===== src/rtl/fault_limit_pkg.sv =====
package fault_limit_pkg;

    localparam int SENS_FLAGS  = 4;
    localparam int FE_FLAGS    = 5;
    localparam int SYNC_DEPTH  = 2;
    localparam int QUAL_CLOCKS = 4;
    localparam int THR_CODE_W  = 3;

    typedef enum logic [1:0] {
        RAIL_NONE = 2'b00,
        RAIL_LOW  = 2'b01,
        RAIL_HIGH = 2'b10
    } rail_cmd_e;

endpackage


===== src/rtl/fault_sync_filter.sv =====
module fault_sync_filter #(
    parameter int W     = 9,
    parameter int DEPTH = 2,
    parameter int HOLD  = 4
) (
    input  logic         clk,
    input  logic         rst_n,
    input  logic [W-1:0] raw_i,
    output logic [W-1:0] qual_o
);

    localparam int CW = (HOLD > 1) ? $clog2(HOLD) : 1;

    typedef struct packed {
        logic [DEPTH-1:0][W-1:0] chain;
        logic [W-1:0]            qual;
        logic [W-1:0][CW-1:0]    run;
    } filt_state_t;

    filt_state_t st_d, st_q;

    // Next state: shift the synchronizer, then count agreement per bit
    always_comb begin
        st_d = st_q;
        st_d.chain[0] = raw_i;
        for (int s = 1; s < DEPTH; s++) begin
            st_d.chain[s] = st_q.chain[s-1];
        end
        for (int b = 0; b < W; b++) begin
            if (st_q.chain[DEPTH-1][b] != st_q.qual[b]) begin
                if (st_q.run[b] == CW'(HOLD - 1)) begin
                    st_d.qual[b] = st_q.chain[DEPTH-1][b];
                    st_d.run[b]  = '0;
                end else begin
                    st_d.run[b] = st_q.run[b] + CW'(1);
                end
            end else begin
                st_d.run[b] = '0;
            end
        end
    end

    always_ff @(posedge clk or negedge rst_n) begin
        if (!rst_n) begin
            st_q <= '0;
        end else begin
            st_q <= st_d;
        end
    end

    assign qual_o = st_q.qual;

endmodule


===== src/rtl/alarm_core.sv =====
module alarm_core
    import fault_limit_pkg::*;
#(
    parameter int SENS_N = 4,
    parameter int FE_N   = 5
) (
    input  logic                   clk,
    input  logic                   rst_n,
    input  logic [SENS_N-1:0]      sens_qual_i,
    input  logic [FE_N-1:0]        fe_qual_i,
    input  logic [FE_N-1:0]        fe_en_i,
    input  logic                   pol_hi_i,
    input  logic                   rd_i,
    output logic                   ovr_hi_o,
    output logic                   ovr_lo_o,
    output logic [SENS_N+FE_N-1:0] stat_o
);

    localparam int SW = SENS_N + FE_N;

    typedef struct packed {
        rail_cmd_e     rail;
        logic [SW-1:0] stat;
    } alarm_state_t;

    alarm_state_t st_d, st_q;
    logic [SW-1:0] live;
    logic          sens_any;

    always_comb begin
        live     = {fe_qual_i & fe_en_i, sens_qual_i};
        sens_any = |sens_qual_i;
        st_d     = st_q;
        // Status bits: a read clears, a live flag sets, and set wins
        st_d.stat = (rd_i ? '0 : st_q.stat) | live;
        // Only sensor-input faults move the output
        if (!sens_any) begin
            st_d.rail = RAIL_NONE;
        end else if (pol_hi_i) begin
            st_d.rail = RAIL_HIGH;
        end else begin
            st_d.rail = RAIL_LOW;
        end
    end

    always_ff @(posedge clk or negedge rst_n) begin
        if (!rst_n) begin
            st_q <= '{rail: RAIL_NONE, stat: '0};
        end else begin
            st_q <= st_d;
        end
    end

    assign ovr_hi_o = (st_q.rail == RAIL_HIGH);
    assign ovr_lo_o = (st_q.rail == RAIL_LOW);
    assign stat_o   = st_q.stat;

endmodule


===== src/rtl/scale_thresh_decode.sv =====
module scale_thresh_decode #(
    parameter int CODE_W = 3
) (
    input  logic                     clk,
    input  logic                     rst_n,
    input  logic                     en_i,
    input  logic [CODE_W-1:0]        over_code_i,
    input  logic [CODE_W-1:0]        under_code_i,
    output logic [(1<<CODE_W)-1:0]   over_sel_o,
    output logic [(1<<CODE_W)-1:0]   under_sel_o
);

    localparam int SEL_W = 1 << CODE_W;

    typedef struct packed {
        logic [SEL_W-1:0] over_sel;
        logic [SEL_W-1:0] under_sel;
    } thr_state_t;

    thr_state_t st_d, st_q;

    // Over-scale codes run downward from the top threshold, under-scale codes upward
    always_comb begin
        st_d = '0;
        for (int i = 0; i < SEL_W; i++) begin
            st_d.over_sel[i]  = en_i && (over_code_i  == CODE_W'(SEL_W - 1 - i));
            st_d.under_sel[i] = en_i && (under_code_i == CODE_W'(i));
        end
    end

    always_ff @(posedge clk or negedge rst_n) begin
        if (!rst_n) begin
            st_q <= '0;
        end else begin
            st_q <= st_d;
        end
    end

    assign over_sel_o  = st_q.over_sel;
    assign under_sel_o = st_q.under_sel;

endmodule


===== src/rtl/fault_limit_ctrl.sv =====
module fault_limit_ctrl
    import fault_limit_pkg::*;
#(
    parameter int SENS_N = SENS_FLAGS,
    parameter int FE_N   = FE_FLAGS,
    parameter int SYNC_N = SYNC_DEPTH,
    parameter int QUAL_N = QUAL_CLOCKS,
    parameter int CODE_W = THR_CODE_W
) (
    input  logic                     clk,
    input  logic                     rst_n,
    input  logic [SENS_N-1:0]        sens_cmp_i,
    input  logic [FE_N-1:0]          fe_cmp_i,
    input  logic [FE_N-1:0]          fe_en_i,
    input  logic                     alarm_hi_i,
    input  logic                     limit_en_i,
    input  logic [2*CODE_W-1:0]      lim_cfg_i,
    input  logic                     rd_stat_i,
    output logic                     ovr_hi_o,
    output logic                     ovr_lo_o,
    output logic [SENS_N+FE_N-1:0]   stat_o,
    output logic [(1<<CODE_W)-1:0]   thr_hi_sel_o,
    output logic [(1<<CODE_W)-1:0]   thr_lo_sel_o
);

    localparam int FLAG_W = SENS_N + FE_N;

    logic [FLAG_W-1:0] qual;

    fault_sync_filter #(
        .W     (FLAG_W),
        .DEPTH (SYNC_N),
        .HOLD  (QUAL_N)
    ) u_filter (
        .clk    (clk),
        .rst_n  (rst_n),
        .raw_i  ({fe_cmp_i, sens_cmp_i}),
        .qual_o (qual)
    );

    alarm_core #(
        .SENS_N (SENS_N),
        .FE_N   (FE_N)
    ) u_alarm (
        .clk         (clk),
        .rst_n       (rst_n),
        .sens_qual_i (qual[SENS_N-1:0]),
        .fe_qual_i   (qual[FLAG_W-1:SENS_N]),
        .fe_en_i     (fe_en_i),
        .pol_hi_i    (alarm_hi_i),
        .rd_i        (rd_stat_i),
        .ovr_hi_o    (ovr_hi_o),
        .ovr_lo_o    (ovr_lo_o),
        .stat_o      (stat_o)
    );

    scale_thresh_decode #(
        .CODE_W (CODE_W)
    ) u_thr (
        .clk          (clk),
        .rst_n        (rst_n),
        .en_i         (limit_en_i),
        .over_code_i  (lim_cfg_i[2*CODE_W-1:CODE_W]),
        .under_code_i (lim_cfg_i[CODE_W-1:0]),
        .over_sel_o   (thr_hi_sel_o),
        .under_sel_o  (thr_lo_sel_o)
    );

endmodule


===== config.mk =====
export PLATFORM = sky130hd
export DESIGN_NAME = fault_limit_ctrl
export DESIGN_NICKNAME = d
export VERILOG_FILES = /design/src/rtl/fault_limit_pkg.sv /design/src/rtl/fault_sync_filter.sv /design/src/rtl/alarm_core.sv /design/src/rtl/scale_thresh_decode.sv /design/src/rtl/fault_limit_ctrl.sv
export SDC_FILE = /design/constraint.sdc
export NUM_CORES = 1
export LEC_CHECK = 0
export BUFFER_PORTS_ARGS = -buffer_cell sky130_fd_sc_hd__buf_2
export CAP_MARGIN = 20
export CORE_ASPECT_RATIO = 1.4
export CORE_MARGIN = 4
export CORE_UTILIZATION = 55
export DETAILED_ROUTE_END_ITERATION = 10
export PLACE_DENSITY_LB_ADDON = 0.12
export RECOVER_POWER = 50
export SYNTH_ARGS = -nofsm -noshare
export SYNTH_HDL_FRONTEND = slang
export SYNTH_SLANG_ARGS = --single-unit

===== constraint.sdc =====
create_clock -name clk -period 3.3 [get_ports clk]
set_clock_uncertainty 0.1 [all_clocks]
set_input_delay 0 -clock clk [delete_from_list [all_inputs] [get_ports clk]]
set_output_delay 0 -clock clk [all_outputs]
set_load 0.02 [all_outputs]

# After elaboration in Yosys (flattened, before gate mapping)
# Index checks and enable logic that the tools add are counted.
dict set report classes {
  n_bitwise 2
  mux 21
  addsub 9
  n_eq_ne 34
  reduce_logical 28
}
# op count
set ops {}
lappend ops {{2-bit 2-to-1 mux} 20}
lappend ops {{3-bit equality test, second input constant} 8}
lappend ops {{2-bit equality test, second input constant} 10}
lappend ops {{2-bit by 1-bit adder with 2-bit output, second input constant} 9}
lappend ops {{2-bit AND reduction} 9}
lappend ops {{1-bit logical AND} 16}
lappend ops {{3-bit by 2-bit equality test with 1-bit output, second input constant} 4}
lappend ops {{9-bit 2-to-1 mux} 1}
lappend ops {{1-bit inequality test} 9}
lappend ops {{9-bit OR} 1}
lappend ops {{3-bit by 1-bit equality test with 1-bit output, second input constant} 2}
lappend ops {{3-bit zero test} 2}
lappend ops {{5-bit AND} 1}
lappend ops {{4-bit OR reduction} 1}
lappend ops {{2-bit by 1-bit equality test with 1-bit output, second input constant} 1}
dict set report totals {
  regBits 72
  word_cells 118
  output_inout_bits 27
  input_bits 25
}

# Logic depth before layout (Yosys ltp)
# Gate-level depths: netlist (run 1).
dict set report logic_depth {
  ltp_word 3
  ltp_mapped 2
  depth_no_buf 2
}

# Cells and area by module
# From an unflattened synthesis (run 1), not the netlist that was laid out.
dict set report unflattened {
  cells_unflattened 167
  hier_area_um2 2683.8
}
# module cells_per_inst area_per_inst_um2 seq_area_each_um2 n_inst
set modules_own_cells {}
lappend modules_own_cells {fault_sync_filter 99 1632.8 1126.1 1}
lappend modules_own_cells {scale_thresh_decode 33 594.3 400.4 1}
lappend modules_own_cells {alarm_core 35 456.7 275.3 1}

# Worst setup path after synthesis (run 1)
# OpenSTA, ideal clock, no wires.
dict set report synth_path {
  path_kind {reg2reg}
  startpoint {register u_filter.st_q[0] (netlist name)}
  endpoint {register u_filter.st_q, in the netlist u_filter.qual_o[0]}
  path_stages_with_launch 3
  arrival_ps 846
  setup_slack_ps 2230
  period_less_slack_ps 1070
  path_cell_list {dfrtp_1 -> ha_1 -> mux2_2}
}
dict set report synth_between {
  elab_chain_len 2
}
# element line_no
set synth_lines {}
lappend synth_lines {{start: declaration} fault_sync_filter.sv:20} ;# filt_state_t st_d, st_q;
lappend synth_lines {{start signal: assignment} fault_sync_filter.sv:47} ;# st_q <= st_d;
lappend synth_lines {{2-bit equality test} fault_sync_filter.sv:31} ;# if (st_q.run[b] == CW'(HOLD - 1)) begin
lappend synth_lines {{2-bit AND reduction (no line)} --}
# Every way passes these cells.
# A chain may end at the register's enable or synchronous reset.

==> results of run 1 <==
==> stage by stage <==
stage | cells | hold slack [ns] | total power (W)
final | 319 | 0.211 | 0.00243
after global routing | 319 | 0.203 | 0.00259
after CTS | 319 | 0.199 | 0.00247
after detailed placement | 270 | 0.00933 | 0.00182
after global placement | 270 | 0.00770 | 0.00175
after floorplan | 167 | -0.396 | 0.00169
==> how the worst max path moves through the flow <==
stage	startpoint	to	slack, ns	depth (start not counted)
after floorplan	u_filter.st_q[0]$_DFF_PN0_	u_filter.qual_o[0]$_DFFE_PN0P_	2.23	2
after global placement	rst_n	u_thr.under_sel_o[0]$_DFF_PN0_	2.17	2
after detailed placement	rst_n	u_thr.under_sel_o[1]$_DFF_PN0_	2.10	2
after CTS	u_filter.qual_o[7]$_DFFE_PN0P_	u_alarm.stat_o[7]$_DFF_PN0_	1.90	2
after global routing	rst_n	u_filter.qual_o[1]$_DFFE_PN0P_	1.75	3
final	u_alarm.stat_o[5]$_DFF_PN0_	u_alarm.stat_o[5]$_DFF_PN0_	1.88	2
==> worst register-to-register path, cell delays in order, from the launching register on <==
cell	delay [ns]
dfrtp_1	0.40
a22o_1	0.24
dlygate4sd3_1	0.57
==> cell families after synthesis <==
group / count (synthesis) / share of synthesized area [%]
AND/OR/NAND/NOR: 49 / 10.9
flip-flops: 72 / 71.6
multiplexers: 9 / 4.03
buffers and inverters: 10 / 2.83
XOR/XNOR: 9 / 3.13
AO/OA/AOI/OAI: 9 / 3.03
adder cells (fa/ha/maj): 9 / 4.48
==> layer usage <==
metal,share of wire [%],vias to the layer above
met3,5.9,8
met4,1.5,0
met2,54,45
met1,39,750
li1,-,722
met5,0,-
==> registers in the layout, summed over array words and instances (netlist names) <==
| signal | flops |
|---|---|
| u_filter.qual_o | 9 |
| u_alarm.stat_o | 9 |
| u_alarm.st_q | 2 |
| u_thr.over_sel_o | 8 |
| u_thr.under_sel_o | 8 |
| u_filter.st_q | 27 |
| u_filter.st_d | 9 |
==> cell usage in the layout, fill, tap and decap left out <==
cell type,synthesis,routed
a21o_1,2,2
a21o_2,2,2
a22o_1,5,5
buf_2,0,25
buf_4,9,1
clkbuf_1,0,27
clkbuf_8,0,11
clkinv_2,0,2
clkinvlp_4,0,1
dfrtp_1,72,72
dlygate4sd3_1,0,34
ha_1,9,9
inv_2,1,1
mux2_2,9,9
nand2_1,4,4
nand2b_1,6,6
nor2_1,13,13
nor2b_1,12,12
nor3_1,9,12
nor3_2,4,1
nor4_2,1,1
xnor2_1,9,9
==> power breakdown <==
part	total, W	leakage [nW]	switching (W)	internal, W
clock	0.000597	0.0882	0.000289	0.000307
combinational	0.000586	0.562	0.000281	0.000305
sequential	0.00125	0.899	0.000151	0.00110
==> layout make-up <==
cell class	instances	area (sq um)
inverter	1	3.75
multi-input combinational	85	628
tap	60	75.1
fill	290	1060
clock buffer	12	155
timing repair buffer	86	571
clock inverter	3	17.5
sequential	72	1800
==> what timing repair did <==
item / CTS / global route
setup buffers: 0 / 0
hold buffers: 34 / 0
hold endpoints to repair: 75 / 0
==> impl_results.md, run 1 <==
- Syn nets: about 200
- Num ports: 52
- Reg2reg end: u_alarm.stat_o[5]$_DFF_PN0_
- Vias per cell: between 4 and 5
- Antenna violations before repair: 0
- Gate Count Post-Synth: 167
- GRT Overall Usage: 17.9%
- Hold Violations, Final: 0
- RSZ-0062 raised after global routing: no
- Ys async rst share: 100%
- Worst Path Arrival: 1.53 ns
- Family with the most delay on the worst path: buffers and inverters
- First-pass GRT wire length: 7600 um
- Final min period: 1.42 ns
- Remaining global-route overflow: 0
- Startpoint types: flop
- Worst Path Required: 3.41 ns
- Final Max Tran Viols: 0
- Via count: 1,525
- R2R depth: 2
- CTS Buf Count: 9
- Drt wl/cell: about 14 um
- Starting Density: around three fifths
- Pwr/cell area: approximately 750 nW/um^2
- Gp weighted congestion: roughly 0.75
- Worst hold path class: input port to asynchronous set/reset pin
- Top-count cell post-synth: dfrtp_1
- Buf/Inv on CP: 1
- Die Y: around 88 um
- Htree depth: 3
- Reg2Reg Setup Slack: ~1.9 ns
- Final setup TNS: 0 ns
- M2 GR Usage: between 30% and 40%
- CTS tree: built
- Final WS setup: 1.88 ns
- Top post-synthesis cells by area: dfrtp_1 72%, ha_1 4.5%, mux2_2 4.0%
- CP peak stage delay: around 0.57 ns
- Most Crowded Layer GR: met2
- Post-synth top area share: 71.6%
- DIE AREA: roughly 5700 sq um
- Nets: roughly 290
- Final period utilization: between 40% and 50%
- Worst slew pin tran: 0.844 ns
- Worst r2r src: u_alarm.stat_o[5]$_DFF_PN0_
- Clock-pin slew on the worst setup and hold paths: 0.07 ns
- Post-route antenna net violation count: 0
- IO Port Bufs: 51
- Post-Place Cell Area: between 2000 and 3000 sq um
- Top_reg_cell synth: dfrtp_1
- Detailed router's first-iteration violation count: a little over 60
- Crit path cell chain: a22o_1 > dlygate4sd3_1
- Yosys top cell by area: dfrtp_1
- Final setup fails: 0
- Pre-CTS setup slack: around 2.1 ns
- Fraction of layout cells with a size suffix above 1: 20.8%
- Pre-Repair DR Iteration Count: 3
- Worst vdd ir: 0.394 mV
- Final Cell Area: roughly 3300 sq um
- Slew margin rel.: a little over two fifths
- Clock sinks: 72
- Area growth from synthesis to layout: 29.2%
- WL final: about 4500 um
- Root Driver: clkbuf_8
- Die W: between 60 and 70 um
- Seq cells post-synth: ~70
- Outcome: finished, final reports clean
- Hpwl dp: between 2000 and 3000 um
- MaxCap Viol Count: 0
- Grt met3 use: 6.03%
- Synth warn: 0
- Clock Path Buffers: 2
- EDFF count, synth: 0
- Fin util: about three quarters
- Max stage delay cell, worst path: dlygate4sd3_1
- Fmax: between 0.7 and 0.8 GHz
- DRC viols: 0
- Post-synthesis sequential area ratio: between 70 and 80%
- CP max FO: 2
- Cell variety after synth: 16
- P_leak: between 1.5 and 2 nW
- Core Box Area: ~4300 sq um
- ANT cells: 0
- Cell area after synthesis: ~2500 sq um
- Crit. End Element: flop
- Avg Cell Area, Syn: between 15 and 20 sq um
- Resized Gates After CTS: 0
- Largest net degree at the start of global routing: 41
- CP Class: flop to flop
- Site row count: 28
- Commonest cells in the netlist: 72 x dfrtp_1, 13 x nor2_1, 12 x nor2b_1
- GR met1 Demand/Resource: 20.2%
- Worst-Skew Late Latency: 0.33 ns
- Number of global-route vias before repair: roughly 1,700
(Power assumes the default switching activity.)
==> run 2, diff against run 1 <==
Settings changed: CORE_UTILIZATION 55 to 48.
Clock period 3.3 ns to 1.29 ns, I/O delays scaled along.
==> impl_results.md, run 2 (synthesized netlist as in run 1, its figures left out) <==
- Final min period: approximately 1.3 ns
- CP max FO: 3 (was 2)
- P_leak: 1.69 nW (was 1.55 nW)
- Via count: 1,552 (was 1,525)
- CTS Buf Count: 9 (unchanged)
- Grt met3 use: 7.17% (was 6.03%)
- Final WS setup: 0.0118 ns (was 1.88 ns)
- WL final: 4580 um (was 4450 um)
- GR met1 Demand/Resource: 17.1% (was 20.2%)
- Area growth from synthesis to layout: 33.9% (was 29.2%)
- Hpwl dp: 3070 um (was 2920 um)
- Largest net degree at the start of global routing: 26 (was 41)
- Final cell count without fillers: 324 (was 319)
- Outcome: finished with violations (was finished, final reports clean)
- RSZ-0062 raised after global routing: no (unchanged)
- Final total power: 0.00656 W (was 0.00243 W)
- Num ports: 52 (unchanged)
- Clock sinks: 72 (unchanged)
- GRT Overall Usage: 16.2% (was 17.9%)
- Worst-Skew Late Latency: 0.33 ns (about the same)
- Final hold slack: -0.0834 ns (was 0.211 ns)
- CTS tree: built (unchanged)
- Core Box Area: 4950 sq um (was 4310 sq um)
- IO Port Bufs: 51 (unchanged)
- CP Class: input port to flop (was flop to flop)
- Die Y: 93.7 um (was 88.0 um)
- Clock Path Buffers: 2 (unchanged)
- Final period utilization: between 90 and 100%
- Die W: 69.2 um (was 65.2 um)
- Detailed router's first-iteration violation count: 37 (was 61)
- M2 GR Usage: 27.5% (was 30.9%)
- Htree depth: 3 (unchanged)
- Final setup TNS: 0 ns (unchanged)
- Top cell by count, worst path: dlygate4sd3_1
- CP peak stage delay: 0.55 ns (was 0.57 ns)
- Buf/Inv on CP: 3 (was 1)
- Antenna violations before repair: 0 (unchanged)
- Most common cell after layout, fill and taps aside: dfrtp_1 (unchanged)
- Fmax: approximately 0.8 GHz
- Vias per cell: 4.79 (was 4.78)
- Clock-pin slew on the worst setup and hold paths: 0.07 ns (about the same)
- Gp weighted congestion: 0.745 (was 0.751)
- Worst Path Required: 1.41 ns (was 3.41 ns)
- ANT cells: 0 (unchanged)
- Pwr/cell area: 1950 nW/um^2 (was 748 nW/um^2)
- Worst hold path class: input port to flop (was input port to asynchronous set/reset pin)
- Hold Violations, Final: 1 (was 0)
- Hold path start: limit_en_i
- Cts hold-fix bufs: 34 (unchanged)
- Family with the most delay on the worst path: buffers and inverters (unchanged)
- Most Crowded Layer GR: met2 (unchanged)
- Max stage delay cell, worst path: dlygate4sd3_1 (unchanged)
- Violated checks: hold timing
- Worst Path Arrival: 1.40 ns (was 1.53 ns)
- Drt wl/cell: 14.1 um (was 14.0 um)
- Biggest register: u_filter.st_q (unchanged)
- Reg2reg end: u_filter.qual_o[0]$_DFFE_PN0P_ (was u_alarm.stat_o[5]$_DFF_PN0_)
- DIE AREA: 6480 sq um (was 5740 sq um)
- Crit path cell chain: buf_2 > dlygate4sd3_1 > nand2_1 > nor2_1 > dlygate4sd3_1 (was a22o_1 > dlygate4sd3_1)
- Final Max Tran Viols: 0 (unchanged)
- Fin util: 68.0% (was 75.5%)
- Starting Density: 50.8% (was 58.4%)
- Hold depth: 3
- Crit. End Element: flop (unchanged)
- Number of global-route vias before repair: 1,776 (was 1,706)
- Worst r2r src: u_filter.st_q[0]$_DFF_PN0_ (was u_alarm.stat_o[5]$_DFF_PN0_)
- Remaining global-route overflow: 0 (unchanged)
- Worst vdd ir: 0.928 mV (was 0.394 mV)
- Min-Delay Endpoint: u_thr.over_sel_o[6]$_DFF_PN0_
- DRC viols: 0 (unchanged)
- Nets: 290 (was 289)
- Most frequent cells in the layout: 72 x dfrtp_1, 50 x buf_2, 31 x dlygate4sd3_1 (was 72 x dfrtp_1, 34 x dlygate4sd3_1, 27 x clkbuf_1)
- Post-route antenna net violation count: 0 (unchanged)
- Site row count: 30 (was 28)
- Reg2Reg Setup Slack: 0.15 ns (was 1.88 ns)
- Slew margin rel.: 46.2% (was 43.7%)
- Root Driver: clkbuf_8 (unchanged)
- R2R depth: 2 (unchanged)
- Final setup fails: 0 (unchanged)
- MaxCap Viol Count: 0 (unchanged)
- Pre-CTS setup slack: 0.156 ns (was 2.10 ns)
- Startpoint types: input port (was flop)
- First-pass GRT wire length: 8030 um (was 7600 um)
- Placed cells: 276 (was 270)
- Worst slew pin tran: 0.806 ns (was 0.844 ns)
- Fraction of layout cells with a size suffix above 1: 33.5% (was 20.8%)
- Pre-Repair DR Iteration Count: 2 (was 3)
- Flip-flop count of the largest register after layout: 27 (unchanged)
## run 2: cell count changes in the layout (fill, tap and decap cells not counted), moves of 2 or more
cell | before | now
dlymetal6s4s_1 | 0 | 2
buf_2 | 25 | 50
nor3_1 | 12 | 7
bufinv_16 | 0 | 2
nor3_2 | 1 | 6
clkbuf_2 | 0 | 2
dlygate4sd3_1 | 34 | 31
clkbuf_1 | 27 | 2
## run 2: cell type report
type	count	area (sq um)
sequential	72	1800
fill	388	1590
multi-input combinational	85	656
timing repair buffer	87	607
clock buffer	12	155
tap	64	80.1
clock inverter	3	65.1
inverter	1	3.75
## run 2: where the power goes
| group | total, W | switching, W | internal (W) | leakage [nW] |
|---|---|---|---|---|
| logic | 0.00146 | 0.000693 | 0.000763 | 0.675 |
| clock network | 0.00192 | 0.000734 | 0.00118 | 0.112 |
| registers | 0.00319 | 0.000381 | 0.00281 | 0.899 |
## run 2: metal layers
layer | vias up | routed length (um)
met5 | - | 0
met4 | 0 | 96
met3 | 11 | 353
met2 | 52 | 2400
met1 | 764 | 1740
li1 | 725 | -
## run 2: metrics by stage
stage / hold WS (ns) / cell area, sq um
3_3_place_gp: -0.212 / 2830
6_report: -0.0834 / 3370
2_1_floorplan: -0.396 / 2520
3_5_place_dp: -0.213 / 2830
5_1_grt: -0.0611 / 3370
4_1_cts: 0.116 / 3390
## run 2: worst min-delay path, delay by kind of cell
| kind | cells | cell delay (ns) |
|---|---|---|
| buffers and inverters | 1 | 0.12 |
| and+or+nand+nor | 2 | 0.18 |
## run 2: worst max-delay path by stage
| stage | from | to | slack, ns | cells after the start |
|---|---|---|---|---|
| floorplan | u_filter.st_q[0]$_DFF_PN0_ | u_filter.qual_o[0]$_DFFE_PN0P_ | 0.22 | 2 |
| global placement | u_filter.st_q[2]$_DFF_PN0_ | u_filter.qual_o[1]$_DFFE_PN0P_ | 0.21 | 2 |
| detailed placement | u_filter.st_q[0]$_DFF_PN0_ | u_filter.qual_o[0]$_DFFE_PN0P_ | 0.16 | 2 |
| CTS | lim_cfg_i[0] | u_thr.under_sel_o[5]$_DFF_PN0_ | 0.02 | 5 |
| global route | lim_cfg_i[1] | u_thr.under_sel_o[1]$_DFF_PN0_ | 0.006 | 4 |
| finish | lim_cfg_i[0] | u_thr.under_sel_o[7]$_DFF_PN0_ | 0.01 | 5 |
## run 2: timing repair
item | in CTS | in global routing
endpoints found under the setup margin | 0 | 7
resized for setup | 0 | 6
setup buffers | 0 | 0
hold endpoints to repair | 108 | 1
